`src/rtl/dma_bus_arbiter.sv`:
```
module dma_bus_arbiter #(
  parameter int NCH = 4,
  parameter int MW  = 2
) (
  input  logic             clk,
  input  logic             rst,
  input  logic [NCH-1:0]   ch_req,
  input  logic [NCH*MW-1:0] ch_mode,
  input  logic [NCH-1:0]   ch_last,
  input  logic             xfer_done,
  input  logic             ext_req,
  output logic [NCH-1:0]   ch_gnt,
  output logic             bus_own,
  output logic             ext_gnt
);
  localparam int IW = (NCH > 1) ? $clog2(NCH) : 1;

  typedef enum logic [1:0] {S_IDLE, S_RUN, S_GAP} st_t;
  st_t st;
  logic [IW-1:0]  cur;
  logic [NCH-1:0] cur_hot, others, cand;
  logic [MW-1:0]  cur_mode;
  logic           rel, found;
  logic [IW-1:0]  pick;

  assign cur_hot  = NCH'(1) << cur;
  assign cur_mode = ch_mode[cur*MW +: MW];
  assign rel      = (st == S_RUN) && xfer_done && (cur_mode == '0 || ch_last[cur]);
  assign others   = ch_req & ~cur_hot;
  assign cand     = (st == S_GAP && others != '0) ? others : ch_req;

  always_comb begin
    pick  = '0;
    found = 1'b0;
    for (int i = NCH-1; i >= 0; i--)
      if (cand[i]) begin
        pick  = IW'(i);
        found = 1'b1;
      end
  end

  always_ff @(posedge clk) begin
    if (rst) begin
      st  <= S_IDLE;
      cur <= '0;
    end else begin
      case (st)
        S_IDLE: if (found) begin st <= S_RUN; cur <= pick; end
        S_RUN:  if (rel) st <= S_GAP;
        default: begin
          if (found) begin st <= S_RUN; cur <= pick; end
          else st <= S_IDLE;
        end
      endcase
    end
  end

  assign bus_own = (st == S_RUN);
  assign ch_gnt  = bus_own ? cur_hot : '0;
  assign ext_gnt = (st == S_GAP) && ext_req;


  reset_clear_chk: assert property (@(posedge clk) disable iff (rst)
    $past(rst) |-> (ch_gnt == '0 && !bus_own && !ext_gnt));

  grant_onehot_chk: assert property (@(posedge clk) disable iff (rst) $onehot0(ch_gnt));

  grant_exclusive_chk: assert property (@(posedge clk) disable iff (rst)
    !(ext_gnt && ch_gnt != '0));

  steal_release_chk: assert property (@(posedge clk) disable iff (rst)
    (bus_own && xfer_done && cur_mode == '0) |=> !bus_own);

  run_hold_chk: assert property (@(posedge clk) disable iff (rst)
    (bus_own && cur_mode != '0 && !(xfer_done && ch_last[cur])) |=> $stable(ch_gnt) && bus_own);

  handoff_ext_chk: assert property (@(posedge clk) disable iff (rst)
    $fell(bus_own) |-> (ext_gnt == ext_req && ch_gnt == '0));

  exclude_prev_chk: assert property (@(posedge clk) disable iff (rst)
    (st == S_GAP && others != '0) |=> (ch_gnt & $past(cur_hot)) == '0);
endmodule

```
`config.mk`:
```
export PLATFORM = sky130hd
export DESIGN_NAME = dma_bus_arbiter
export DESIGN_NICKNAME = d
export VERILOG_FILES = /design/src/rtl/dma_bus_arbiter.sv
export SDC_FILE = /design/constraint.sdc
export NUM_CORES = 1
export LEC_CHECK = 0
export BUFFER_PORTS_ARGS = -buffer_cell sky130_fd_sc_hd__buf_2
export CAP_MARGIN = 20
export CORE_AREA = 2 2 39 41
export DETAILED_ROUTE_END_ITERATION = 6
export DIE_AREA = 0 0 41 43
export PLACE_DENSITY_LB_ADDON = 0.12
export SLEW_MARGIN = 20
export SYNTH_ARGS = -nofsm -noshare
export SYNTH_HDL_FRONTEND = slang
export SYNTH_SLANG_ARGS = --single-unit
```
`constraint.sdc`:
```
create_clock -name clk -period 3.5 [get_ports clk]
set_input_delay 0.175 -clock clk [delete_from_list [all_inputs] [get_ports clk]]
set_output_delay 0.175 -clock clk [all_outputs]
set_load 0.05 [all_outputs]
```
## After elaboration in Yosys (flattened, before gate mapping)

Index checks and enable logic that the tools add are counted.

- Logic and storage cells: 38
- Bits in registers: 4

- Mux-type cells: 16
- Shift operators: 2
- Order comparisons: 1
- Reductions and logical operators: 10
- Eq/ne operators: 4
- Bitwise logic cells: 3

Operators with widths:

| operator | count |
|---|---|
| 2-bit two-way mux | 6 |
| 4-bit two-way mux | 2 |
| 8-bit by 4-bit indexed part select with 2-bit output | 1 |
| 1-bit two-way mux | 6 |
| 4-bit bitwise AND | 1 |
| 1-bit logical AND | 4 |
| 2-bit logical NOT | 2 |
| 4-bit NOT | 1 |
| 2-bit one-hot mux with 2 select lines | 1 |
| 2-bit AND reduction | 2 |
| 4-bit nonzero test | 1 |
| 1-bit by 2-bit << shifter with 4-bit output (first input constant) | 1 |
| 2-bit by 3-bit < comparator with 1-bit output (second input constant) | 1 |
| 1-bit binary-select mux with 2-bit select | 1 |
| 2-bit by 1-bit == test with 1-bit output (second input constant) | 1 |
| 2-bit == test (second input constant) | 1 |
| 2-bit by 1-bit != test with 1-bit output (second input constant) | 1 |
| 2-bit != test (second input constant) | 1 |
| 1-bit logical OR | 1 |
| 1-bit NOT | 1 |

## Logic depth before layout (Yosys ltp)

Gate-level depths: netlist (run 1).

- Word-level depth: 12
- Gate-level depth with buffers: 6
- Gate-level depth less buffers: 5

## Worst setup path before layout (run 1)

OpenSTA, ideal clock, no wires.

- Kind: reg2out
- Start: reg st[1]
- End: out ch_gnt[1]
- Data arrival time: 1.656 ns
- Setup slack: 1.669 ns
- Required time: 3.325 ns
- Path buffers: 0
- Stages on the path, launching flop included: 5
- Cells stage by stage: dfxtp_1 > nand2b_1 > inv_1 > nand2_1 > nor2_1

- Longest elaborated chain between the ends: 2

Ends and longest elaborated chain:

| what | line | RTL |
|---|---|---|
| start: declaration | 19 | `st_t st;` |
| start signal: assignment | 44 | `st <= S_IDLE;` |
| start signal: assignment | 48 | `S_IDLE: if (found) begin st <= S_RUN; cur <= pick; end` |
| start signal: assignment | 49 | `S_RUN: if (rel) st <= S_GAP;` |
| 2-bit by 1-bit == test with 1-bit output | 58 | `assign bus_own = (st == S_RUN);` |
| via bus_own | 13 | `output logic bus_own,` |
| 4-bit two-way mux | 59 | `assign ch_gnt = bus_own ? cur_hot : '0;` |
| end: declaration | 12 | `output logic [NCH-1:0] ch_gnt,` |

The timed path passes the listed nets, and every way through them passes these cells.

## Final worst setup path (run 1)

- Start: reg cur[1]
- End: reg cur[0]

- Longest elaborated chain between the ends: 11
- Elaborated cells on any way between the ends: 15
- Those cells by class: 1 x shift; 9 x mux; 2 x bitwise; 3 x reduce/logical

Ends and longest elaborated chain:

| what | line | RTL |
|---|---|---|
| start: declaration | 20 | `logic [IW-1:0] cur;` |
| start signal: assignment | 45 | `cur <= '0;` |
| start signal: assignment | 48 |  |
| start signal: assignment | 51 | `if (found) begin st <= S_RUN; cur <= pick; end` |
| 1-bit by 2-bit << shifter with 4-bit output (*) | 26 | `assign cur_hot = NCH'(1) << cur;` |
| 4-bit NOT (*) | 29 | `assign others = ch_req & ~cur_hot;` |
| 4-bit bitwise AND (*) | 29 |  |
| 4-bit nonzero test | 30 | `assign cand = (st == S_GAP && others != '0) ? others : ch_req;` |
| 1-bit logical AND | 30 |  |
| 4-bit two-way mux (*) | 30 |  |
| 1-bit two-way mux (4 in series) | 36 | `if (cand[i]) begin` |
| 2-bit AND reduction (no line) | n/a |  |

Every way passes the cells marked *; elsewhere a longest branch is shown, timed or not.
A chain may end at the register's enable or synchronous reset.

==> results of run 1 <==
## layout make-up
class | instances | share of cell area (%)
Inverter | 5 | 3.472
Sequential cell | 4 | 14.81
Clock buffer | 3 | 4.167
Timing Repair Buffer | 25 | 23.15
Multi-Input combinational cell | 40 | 50.69
Tap cell | 16 | 3.704
## Yosys cell counts
master,instances
a21oi_1,4
o221ai_1,1
or3b_1,1
o21bai_1,4
inv_1,5
o2111a_1,1
nand2_1,6
nand2b_1,1
dfxtp_1,4
clkbuf_1,1
nor2_1,4
nor3_1,3
nor2b_1,2
a21oi_2,1
o32a_2,1
o31a_2,1
o21ai_0,2
a211oi_1,1
o211ai_1,1
and3b_2,1
a31oi_1,1
mux4_1,1
and2_1,1
a311o_1,1
mux2i_1,1
## per-layer routing
layer,vias up,global-route usage [%],routed length [um]
met4,0,4.000,0
met3,0,4.712,63
met1,220,14.84,427
met5,-,0,0
met2,17,19.69,481
li1,240,-,-
## state kept, by name, summed over array words and instances (netlist names)
name and count:
cur 2, st 2
## kinds of logic (layout without fill, tap and decap cells)
group / after synthesis / count (layout) / share of synthesized area [%]
AOI/OAI and AO/OA: 19 / 19 / 37.55
and+or+nand+nor: 19 / 19 / 25.58
buffers and inverters: 6 / 33 / 5.980
DFF: 4 / 4 / 21.26
muxes: 2 / 2 / 9.636
## how the worst min path moves through the flow
stage / endpoint / slack [ns] / cells after the start
2_1_floorplan: st[0] / 0.24 / 1
4_1_cts: st[0] / 0.16 / 2
6_report: st[0] / 0.16 / 2
5_1_grt: st[0] / 0.16 / 2
3_5_place_dp: st[0] / 0.40 / 2
3_3_place_gp: st[0] / 0.40 / 2
## layout by cell type, fill, tap and decap left out, drive strengths merged
master	instances
nor3	3
nor2	4
nor2b	2
and2	1
nand2	6
a21oi	5
and3b	1
a311o	1
dfxtp	4
clkbuf	3
o21bai	4
a211oi	1
o21ai	2
o211ai	1
mux4	1
o2111a	1
nand2b	1
o31a	1
or3b	1
mux2i	1
buf	25
inv	5
a31oi	1
o221ai	1
o32a	1
## worst reg2reg max path: cells and delay by family, from the launching register on
| family | cells | cell delay, ns |
|---|---|---|
| simple gates | 1 | 0.39 |
| flops | 1 | 0.35 |
| mux | 1 | 0.17 |
| compound gates | 3 | 0.70 |
## report_power, final
part / internal, uW / leakage [uW] / switching, uW / total (uW)
Combinational: 25.1 / 0.000224 / 38.7 / 63.8
Clock: 38.3 / 0.0000138 / 17.9 / 56.2
Sequential: 49.9 / 0.0000330 / 5.98 / 55.9
Total: 113 / 0.000271 / 62.6 / 176
## metrics by stage
step	instances	util, %	area [sq um]	setup WS (ns)	power, uW
floorplan	50	-	376.6	1.669	97.90
global placement	90	37.43	518.0	1.866	121.2
detailed placement	90	37.43	518.0	1.840	120.2
CTS	93	39.06	540.5	1.821	178.4
global route	93	39.06	540.5	1.720	190.4
finish	93	39.06	540.5	1.820	176.0
==> impl_summary.md, run 1 <==
Timing
The highest clock rate is 595.3 MHz. The slew of the pin with the lowest slew margin is roughly 0.32 ns. The number of slew-limit violations in the final report is 0. Setup violations remaining at the end of the flow were counted as 0.

The final critical-path share of the clock period is a little under half. Across the routed clock network, the largest skew measured is between 0.0004 and 0.0005 ns. Setup repair after global routing left no endpoint under its margin. The final hold violation count was 0. The hold slack is 0.1600 ns. In this run the tightest slew margin relative to its limit is about four fifths. Setup total negative slack on the finished layout was measured at 0 ns. The smallest clock period supported by the final layout is computed as between 1.5 and 2 ns.

Worst setup path
The termination of the worst setup path is cur[0]. The cell family contributing the most delay on the critical path is compound AO/OA/AOI/OAI gates. The endpoint required time on the critical path is 3.66 ns. On the worst path, the slowest cell contributes a delay of between 0.3 and 0.4 ns.

The startpoint type of the worst setup path is a flop. Together, buffers and inverters on the worst path number 0. The signal on the critical path passes through or3b_1 > a311o_1 > a21oi_2 > o32a_2 > mux2i_1.

At the worst endpoint, the arrival time is about 1.8 ns. The reg-to-reg critical path startpoint is cur[1]. The setup slack on the worst flop-to-flop path is 1.82 ns. The worst setup path is of the flop to flop kind. The total stage count of the critical path is 5. The category of the worst setup path capture point is a flop. The slowest library cell on the worst path is or3b_1.

The depth of the worst register-to-register path is 5. The reg-to-reg critical path endpoint is cur[0]. The timing startpoint of the critical path is cur[1]. Of all nets on the critical path, the largest fanout is 6.

Floorplanning
During I/O placement, the number of pins put on the boundary was 26. Measured along the y axis, the die boundary spans 43 um. Measured along the x axis, the die boundary spans 41 um.

Once the floorplan was initialized, standard cells occupied 27.22% of the core. The initialized floorplan defines 14 standard-cell rows. The die covers approximately 1800 sq um.

The area of the core is around 1400 sq um.

Global routing
The pin count of the biggest net entering global routing is 11. The via count of the first global-routing pass was approximately 400. The first global-routing pass estimated 1504 um of wire.

Summed over all layers, the global routing overflow is 0. Global routing used 12.46% of the available tracks across all layers. The number of antenna violations at the first check in global routing is 0.

Final layout
The number of antenna repair diodes is 0. The multi-input combinational cell area is around 270 sq um. The area growth from synthesis to layout is 43.52%.

The post-route netlist has roughly two fifths of its cells at a drive strength greater than 1. The fill cell total of the finished layout is 143. Registers take about 80 sq um.

The count of nets after finishing is 99.

Power and ir drop
In this run the static leakage power is 0.0002713 uW. The power per cell area is 325.5 nW/um^2. VDD sags by at most about 0.00022 V.

Hold path
The tightest min-delay check is of the input port to flop type. The critical hold path startpoint is rst.

Logic synthesis
The post-synthesis instance area is 376.6 sq um. The largest area contributor in the netlist is dfxtp_1. In the synthesized netlist, the number of instances is 50. The synthesized design devotes to its leading area cell type roughly a fifth of total area. The synthesized design contains 4 register bits.

The net count of the mapped netlist is 70. The count of synthesis-stage warnings from yosys is 0. After synthesis, flip-flops and latches occupy a little over a fifth of the total area. The number of different library cells used by synthesis comes to 25. The mean area per synthesized cell is around 7.5 sq um. In the post-synthesis netlist, the biggest area contributors are dfxtp_1, o21bai_1, mux4_1.

Detailed routing
The number of routed nets with antenna violations is 0. For this block, the routed nets add up to 972 um of wire. The average routed wire per standard cell is around 10 um. The detailed-route DRC error count is 0. The first TritonRoute pass finished after 4 iterations.

The via total after detailed routing is around 480. Using the TritonRoute via totals, the vias-per-cell ratio works out to around 5. The DRC marker count from the first detailed-route iteration is 3.

Clocking
In this run the post-CTS setup repair buffer count came out at 0. Clock latency on the worst-skew pair, taken at its later pin, is 0.23 ns. Buffers inserted during clock tree synthesis total 3.

The longest clock path from root to sink contains 2 buffers. The post-cts hold buffer count is 0. Post-CTS repair changed the size of 0 cells. Clock tree synthesis selected as its root buffer the cell clkbuf_4. In this run the number of H-tree levels came out at 1. TritonCTS built the clock tree.

The clock edge transition at the registers on the reported setup and hold paths is approximately 0.04 ns. Clock tree synthesis found a total of 4 sinks.

Flow run
The tool flagged a number of max-cap violations equal to 0.

Place
At the end of routability-driven placement, the weighted congestion stood at 0.6848. Summed over all nets, the half-perimeter wirelength after detailed placement is around 800 um. During placement, the flow inserted port buffers numbering 25.

Status
The flow ran to the end, and the final reports show no timing, DRC or antenna violations.
Power figures use the tool's default switching activity.
==> inputs of run 2 (changes only) <==
Clock period 3.5 ns to 1.75 ns, I/O delays scaled along.
==> impl_summary.md, run 2 (synthesis gave the netlist of run 1 again) <==
Worst setup path
The critical path in this run is classified as flop to flop. The slowest library cell on the worst path is or3b_1. The biggest fanout along the worst timing path is 4 (-2). The critical path goes through or3b_1 > a311o_1 > a21oi_2 > o32a_2 > mux2i_1.

The endpoint required time on the critical path was 1.91 ns (-1.75 ns). In this run the critical register-to-register path is captured at cur[0]. The delay of the slowest critical-path stage was 0.38 ns (about the same). The worst setup path is captured at a flop. The signal arrival time at the worst endpoint is 1.82 ns (-0.02 ns).

The reg-to-reg critical path startpoint is st[1]. The depth of the worst register-to-register path was 5 (unchanged). The setup slack on the worst flop-to-flop path is 0.09 ns (-1.73 ns). The worst setup path is launched from a flop.

Floorplanning
The width of the chip is 41 um (unchanged). The top-level port count is 26 (unchanged). The full die area is 1763 sq um (unchanged). The number of core rows was 14 (unchanged). The area of the core came to 1384 sq um (unchanged). The initial core utilization is 27.22% (unchanged). The die height is 43 um (unchanged).

Global routing
The pin count of the biggest net entering global routing came to 8 (-3). The global-route wire length before repair is 1642 um (+9.2%). The total overflow reported by the global router is 0 (unchanged). The via count of the first global-routing pass was 419 (+5.3%).

The overall global routing resource usage is 13.87% (+1.4 points). The number of antenna violations at the first check in global routing is 0 (unchanged).

Timing
The final hold violation count is 0 (unchanged). The highest clock rate is 602.8 MHz (+1.3%). The final critical-path share of the clock period is 94.79% (+47 points).

The number of slew-limit violations in the final report is 0 (unchanged). The final count of negative-setup-slack endpoints is 0 (unchanged). The relative max-transition margin came to 83.37% (+4.6 points). The slew of the pin with the lowest slew margin is 0.2468 ns (-0.07123 ns).

The setup skew after layout was 0.0009533 ns (+0.0005270 ns). Setup repair after global routing left no endpoint under its margin. The final critical delay including setup and external delays came to 1.659 ns (-0.02110 ns). The hold slack is 0.08183 ns (-0.07812 ns).

The final setup TNS is 0 ns (unchanged).

Final layout
The share of post-route cells with drive strength above 1 was 43.04% (+1.5 points). From synthesis to final layout, the design area changed by 47.51%. In the layout the commonest cells are buf_2, nand2_1, inv_1.

The leading cell type in the layout, fill and taps excluded is buf_2. The largest registers in the layout are cur (2), st (2). The number of antenna repair diodes came to 0 (unchanged). The final design instance area without fill is 555.5 sq um (+2.8%). The count of nets after finishing was 101 (+2.0%).

Clocking
The clock edge transition at the registers on the reported setup and hold paths is 0.04 ns (about the same). The total clock sinks was 4 (unchanged). The TritonCTS buffer count is 3 (unchanged). The number of levels in the clock H-tree is 1 (unchanged). The number of buffers on the longest clock path is 2 (unchanged).

The post-cts hold buffer count was 0 (unchanged). In this run the clock root is driven by a clkbuf_4. The clock latency at the later pin of the worst-skew pair is 0.23 ns (about the same). The post-cts gate resize count came to 0 (unchanged). The TritonCTS clock tree is done. The post-CTS setup buffer count is 0 (unchanged).

Detailed routing
The via total after detailed routing is 477 (unchanged). The per-cell via count in the routed design is 5.021 (-2.1%). The average routed wire per standard cell is 10.66 um (+2.0%).

The total length of routed wires is 1013 um (+4.2%). The detailed-route DRC error count is 0 (unchanged). The DRC marker count from the first detailed-route iteration is 4 (+1). The number of routed nets with antenna violations is 0 (unchanged). The iteration count of the initial detailed-routing pass is 4 (unchanged).

Place
The post-place instance area is 533.0 sq um (+2.9%). The half-perimeter wire length after detailed placement is 867.3 um (+9.1%). The number of buffers added on ports is 25 (unchanged). The placer's final routability congestion estimate is 0.6875 (+0.39%).

Power and ir drop
The switching component of the power is 124.0 uW (+98%). The sequential power share is 30.1% (-1.7 points). The leakage power total was 0.0002818 uW (+3.9%).

The worst voltage drop across the vdd grid is 0.0003024 V (+37%). The power per cell area came to 640.4 nW/um^2 (+97%). The internal cell power is 231.7 uW (+100%).

The net switching share of the total power came to 34.86% (-0.73 points). The part of the total power dissipated in combinational logic came to 39.1% (+2.8 points). The clock share of power is 30.8% (-1.1 points). The final total power came to 355.8 uW (+100%).

Hold path
The hold-critical path depth is 2 (unchanged). The type of the worst min-delay path is input port to flop. The critical hold path startpoint is rst.

The worst hold path terminates at st[0].

Flow run
The reported max-cap violation count is 0 (unchanged).

Status
The run finished with clean final reports.
-- run 2: cell types whose count changed in the layout (fill, tap and decap cells not counted) --
| cell | change |
|---|---|
| buf_4 | +2 |
-- run 2: power groups by stage --
stage / combinational, uW / sequential [uW] / clock [uW]
floorplan: 89.9 / 106 / 0
global placement: 141 / 108 / 0
detailed placement: 140 / 108 / 0
CTS: 140 / 107 / 118
global route: 153 / 108 / 126
finish: 139 / 107 / 110
-- run 2: worst max-delay path, delay by kind of cell (launching register included) --
family          cells  cell delay, ns
simple gates        1            0.38
mux                 1            0.16
compound gates      3            0.70
flops               1            0.34
-- run 2: worst max path at each step --
stage	end	cells past startpoint	slack [ns]	start
after floorplan	ch_gnt[1]	4	0.007	st[1]
after global routing	cur[0]	5	0.03	st[1]
after CTS	cur[0]	5	0.11	st[0]
after detailed placement	cur[0]	5	0.11	st[0]
final	cur[0]	5	0.09	st[1]
after global placement	cur[0]	5	0.14	st[0]
-- run 2: area by class of cell --
| type | instances | area (sq um) |
|---|---|---|
| clock buffers | 3 | 22.52 |
| fillers | 148 | 828.3 |
| inverters | 5 | 18.77 |
| multi-input cells | 40 | 274.0 |
| flip-flops and latches | 4 | 80.08 |
| well taps | 16 | 20.02 |
| repair buffers | 27 | 140.1 |
-- run 2: layer usage --
layer	wire, um	GRT usage, %	vias to the layer above
met4	0	8.000	0
li1	-	-	248
met1	430	16.77	216
met5	0	0	-
met3	53	3.141	0
met2	529	21.25	13
-- run 2: stage by stage --
stage / instances / worst slack (ns) / utilization [%]
final: 95 / 0.09116 / 40.14
after global routing: 95 / 0.03473 / 40.14
after CTS: 95 / 0.1081 / 40.14
after detailed placement: 92 / 0.1096 / 38.52
after global placement: 92 / 0.1425 / 38.52
after floorplan: 50 / 0.006879 / -
==> inputs of run 3 (changes only) <==
Settings changed: GPL_TIMING_DRIVEN from default to 0.
==> impl_summary.md, run 3 (synthesis gave the netlist of run 1 again) <==
Clocking
The post-cts gate resize count is 0 (unchanged). TritonCTS built the clock tree. The cell at the root of the clock tree is clkbuf_4. The number of buffers on the longest clock path is 2 (unchanged). The post-CTS setup buffer count is 0 (unchanged). The number of levels in the clock H-tree is 1 (unchanged). The post-cts hold buffer count is 0 (unchanged).

The clock latency at the later pin of the worst-skew pair is 0.23 ns (about the same). The TritonCTS buffer count is 3 (unchanged). The total clock sinks came to 4 (unchanged).

The clock edge transition at the registers on the reported setup and hold paths is 0.04 ns (about the same).

Status
The run finished with clean final reports.

Place
The half-perimeter wire length after detailed placement was 769.8 um (-11%). The placement-stage worst setup slack is 0.04271 ns (-0.06691 ns). The post-place instance area is 521.8 sq um (-2.1%). The number of buffers added on ports came to 25 (unchanged).

The placer's final routability congestion estimate was 0.6496 (-5.5%).

Detailed routing
The via total after detailed routing came to 450 (-5.7%). The detailed-route DRC error count is 0 (unchanged). The average routed wire per standard cell was 10.01 um (-6.1%).

The DRC marker count from the first detailed-route iteration is 2 (-2). The total length of routed wires was 941 um (-7.1%). The iteration count of the initial detailed-routing pass is 4 (unchanged). The per-cell via count in the routed design was 4.787 (-4.7%). The number of routed nets with antenna violations is 0 (unchanged).

Timing
The slew of the pin with the lowest slew margin is 0.4078 ns (+0.1610 ns). The final hold violation count is 0 (unchanged). The final setup TNS is 0 ns (unchanged).

The highest clock rate came to 598.3 MHz (-0.76%). The final worst-path setup slack was 0.07849 ns (-0.01267 ns). The relative max-transition margin is 72.81% (-11 points).

The final count of negative-setup-slack endpoints was 0 (unchanged). The number of slew-limit violations in the final report is 0 (unchanged). Setup repair after global routing left no endpoint under its margin. The final critical-path share of the clock period is 95.51% (+0.72 points). The setup skew after layout came to 0.003021 ns (+0.002068 ns). The hold slack is 0.07366 ns (-0.008178 ns). The final critical delay including setup and external delays is 1.672 ns (+0.01267 ns).

Final layout
The leading cell type in the layout, fill and taps excluded is buf_2. The final design instance area without fill is 548.0 sq um (-1.4%). The share of post-route cells with drive strength above 1 came to 43.59% (+0.55 points). The top cell types in the final layout, fill and taps aside, are buf_2, nand2_1, inv_1. In the final layout, the registers with the most flip-flops are cur (2), st (2). The number of antenna repair diodes is 0 (unchanged). The fill cell total of the finished layout is 142 (-4.1%). The count of nets after finishing is 100 (-0.99%). The area growth from synthesis to layout is 45.52%.

Power and ir drop
The part of the total power dissipated in combinational logic is 38.1% (-1.0 points). The leakage power total is 0.0002753 uW (-2.3%). The power per cell area came to 640.7 nW/um^2 (about the same). The worst voltage drop across the vdd grid is 0.0002827 V (-6.5%). The internal cell power came to 228.5 uW (-1.4%).

The sequential power share is 30.7% (+0.6 points). The final total power is 351.1 uW (-1.3%). The clock share of power is 31.2% (+0.4 points). The net switching share of the total power is 34.93% (+0.066 points). The switching component of the power is 122.6 uW (-1.1%).

Global routing
The pin count of the biggest net entering global routing is 11 (+3). The number of antenna violations at the first check in global routing is 0 (unchanged). The global-route wire length before repair is 1490 um (-9.3%). The total overflow reported by the global router is 0 (unchanged). The overall global routing resource usage came to 12.05% (-1.8 points). The via count of the first global-routing pass is 410 (-2.1%).

Worst setup path
The reg-to-reg critical path endpoint is cur[0]. The depth of the worst register-to-register path is 5 (unchanged). The signal arrival time at the worst endpoint is 1.83 ns (about the same). The delay of the slowest critical-path stage was 0.39 ns (about the same). The cell family contributing the most delay on the critical path is compound AO/OA/AOI/OAI gates. Walking the worst path, the cells encountered are or3b_4 > a311o_1 > a21oi_2 > o32a_2 > mux2i_1. The buffer and inverter count on the worst path came to 0 (unchanged). The startpoint type of the worst setup path is a flop. The critical path is of the flop to flop type. The slowest library cell on the worst path is or3b_4. The setup slack on the worst flop-to-flop path is 0.08 ns (about the same). The worst register-to-register path begins at st[1]. The endpoint required time on the critical path is 1.91 ns (about the same). The biggest fanout along the worst timing path is 4 (unchanged). The category of the worst setup path capture point is a flop.

Floorplanning
The initial core utilization is 27.22% (unchanged). The width of the chip is 41 um (unchanged). The die height is 43 um (unchanged).

The full die area was 1763 sq um (unchanged). The number of core rows is 14 (unchanged). The area of the core is 1384 sq um (unchanged). The top-level port count was 26 (unchanged).

Hold path
The hold-critical path depth was 2 (unchanged). The worst hold path begins at rst. For hold timing, the worst endpoint is st[0]. The min-delay analysis places its worst path in the category input port to flop.

Flow run
The reported max-cap violation count is 0 (unchanged).
==> run 3: cell count changes in the layout (fill, tap and decap cells not counted) <==
| cell | before | now |
|---|---|---|
| buf_4 | 2 | 0 |
| clkbuf_1 | 0 | 1 |
| dfxtp_1 | 4 | 3 |
| dfxtp_2 | 0 | 1 |
| or3b_1 | 1 | 0 |
| or3b_4 | 0 | 1 |
==> run 3: power groups by stage <==
stage | logic [uW] | clock network, uW | registers (uW)
2_1_floorplan | 89.9 | 0 | 106
3_3_place_gp | 135 | 0 | 108
3_5_place_dp | 134 | 0 | 108
4_1_cts | 135 | 118 | 107
5_1_grt | 147 | 118 | 109
6_report | 134 | 110 | 108
==> run 3: cell type report <==
class | instances | area [sq um] | share of cell area, %
Buffer | 1 | 3.754 | 0.6849
Clock buffer | 3 | 22.52 | 4.110
Inverter | 5 | 18.77 | 3.425
Multi-Input combinational cell | 40 | 276.5 | 50.46
Sequential cell | 4 | 81.33 | 14.84
Tap cell | 16 | 20.02 | 3.653
Timing Repair Buffer | 25 | 125.1 | 22.83
==> run 3: routing by layer <==
layer	vias up	routed length, um	global-route usage, %
li1	243	-	-
met1	196	436	16.40
met5	-	0	0
met2	11	460	17.19
met4	0	0	7.333
met3	0	45	1.571
==> run 3: metrics by stage <==
stage | utilization [%] | std cells
2_1_floorplan | - | 50
3_3_place_gp | 37.70 | 91
3_5_place_dp | 37.70 | 91
4_1_cts | 39.33 | 94
5_1_grt | 39.60 | 94
6_report | 39.60 | 94
==> run 3: how the worst max path moves through the flow <==
stage | from | to | cells after the start
2_1_floorplan | st[1] | ch_gnt[1] | 4
3_3_place_gp | cur[1] | cur[0] | 5
3_5_place_dp | cur[1] | cur[0] | 5
4_1_cts | cur[1] | cur[0] | 5
5_1_grt | st[1] | cur[0] | 5
6_report | st[1] | cur[0] | 5
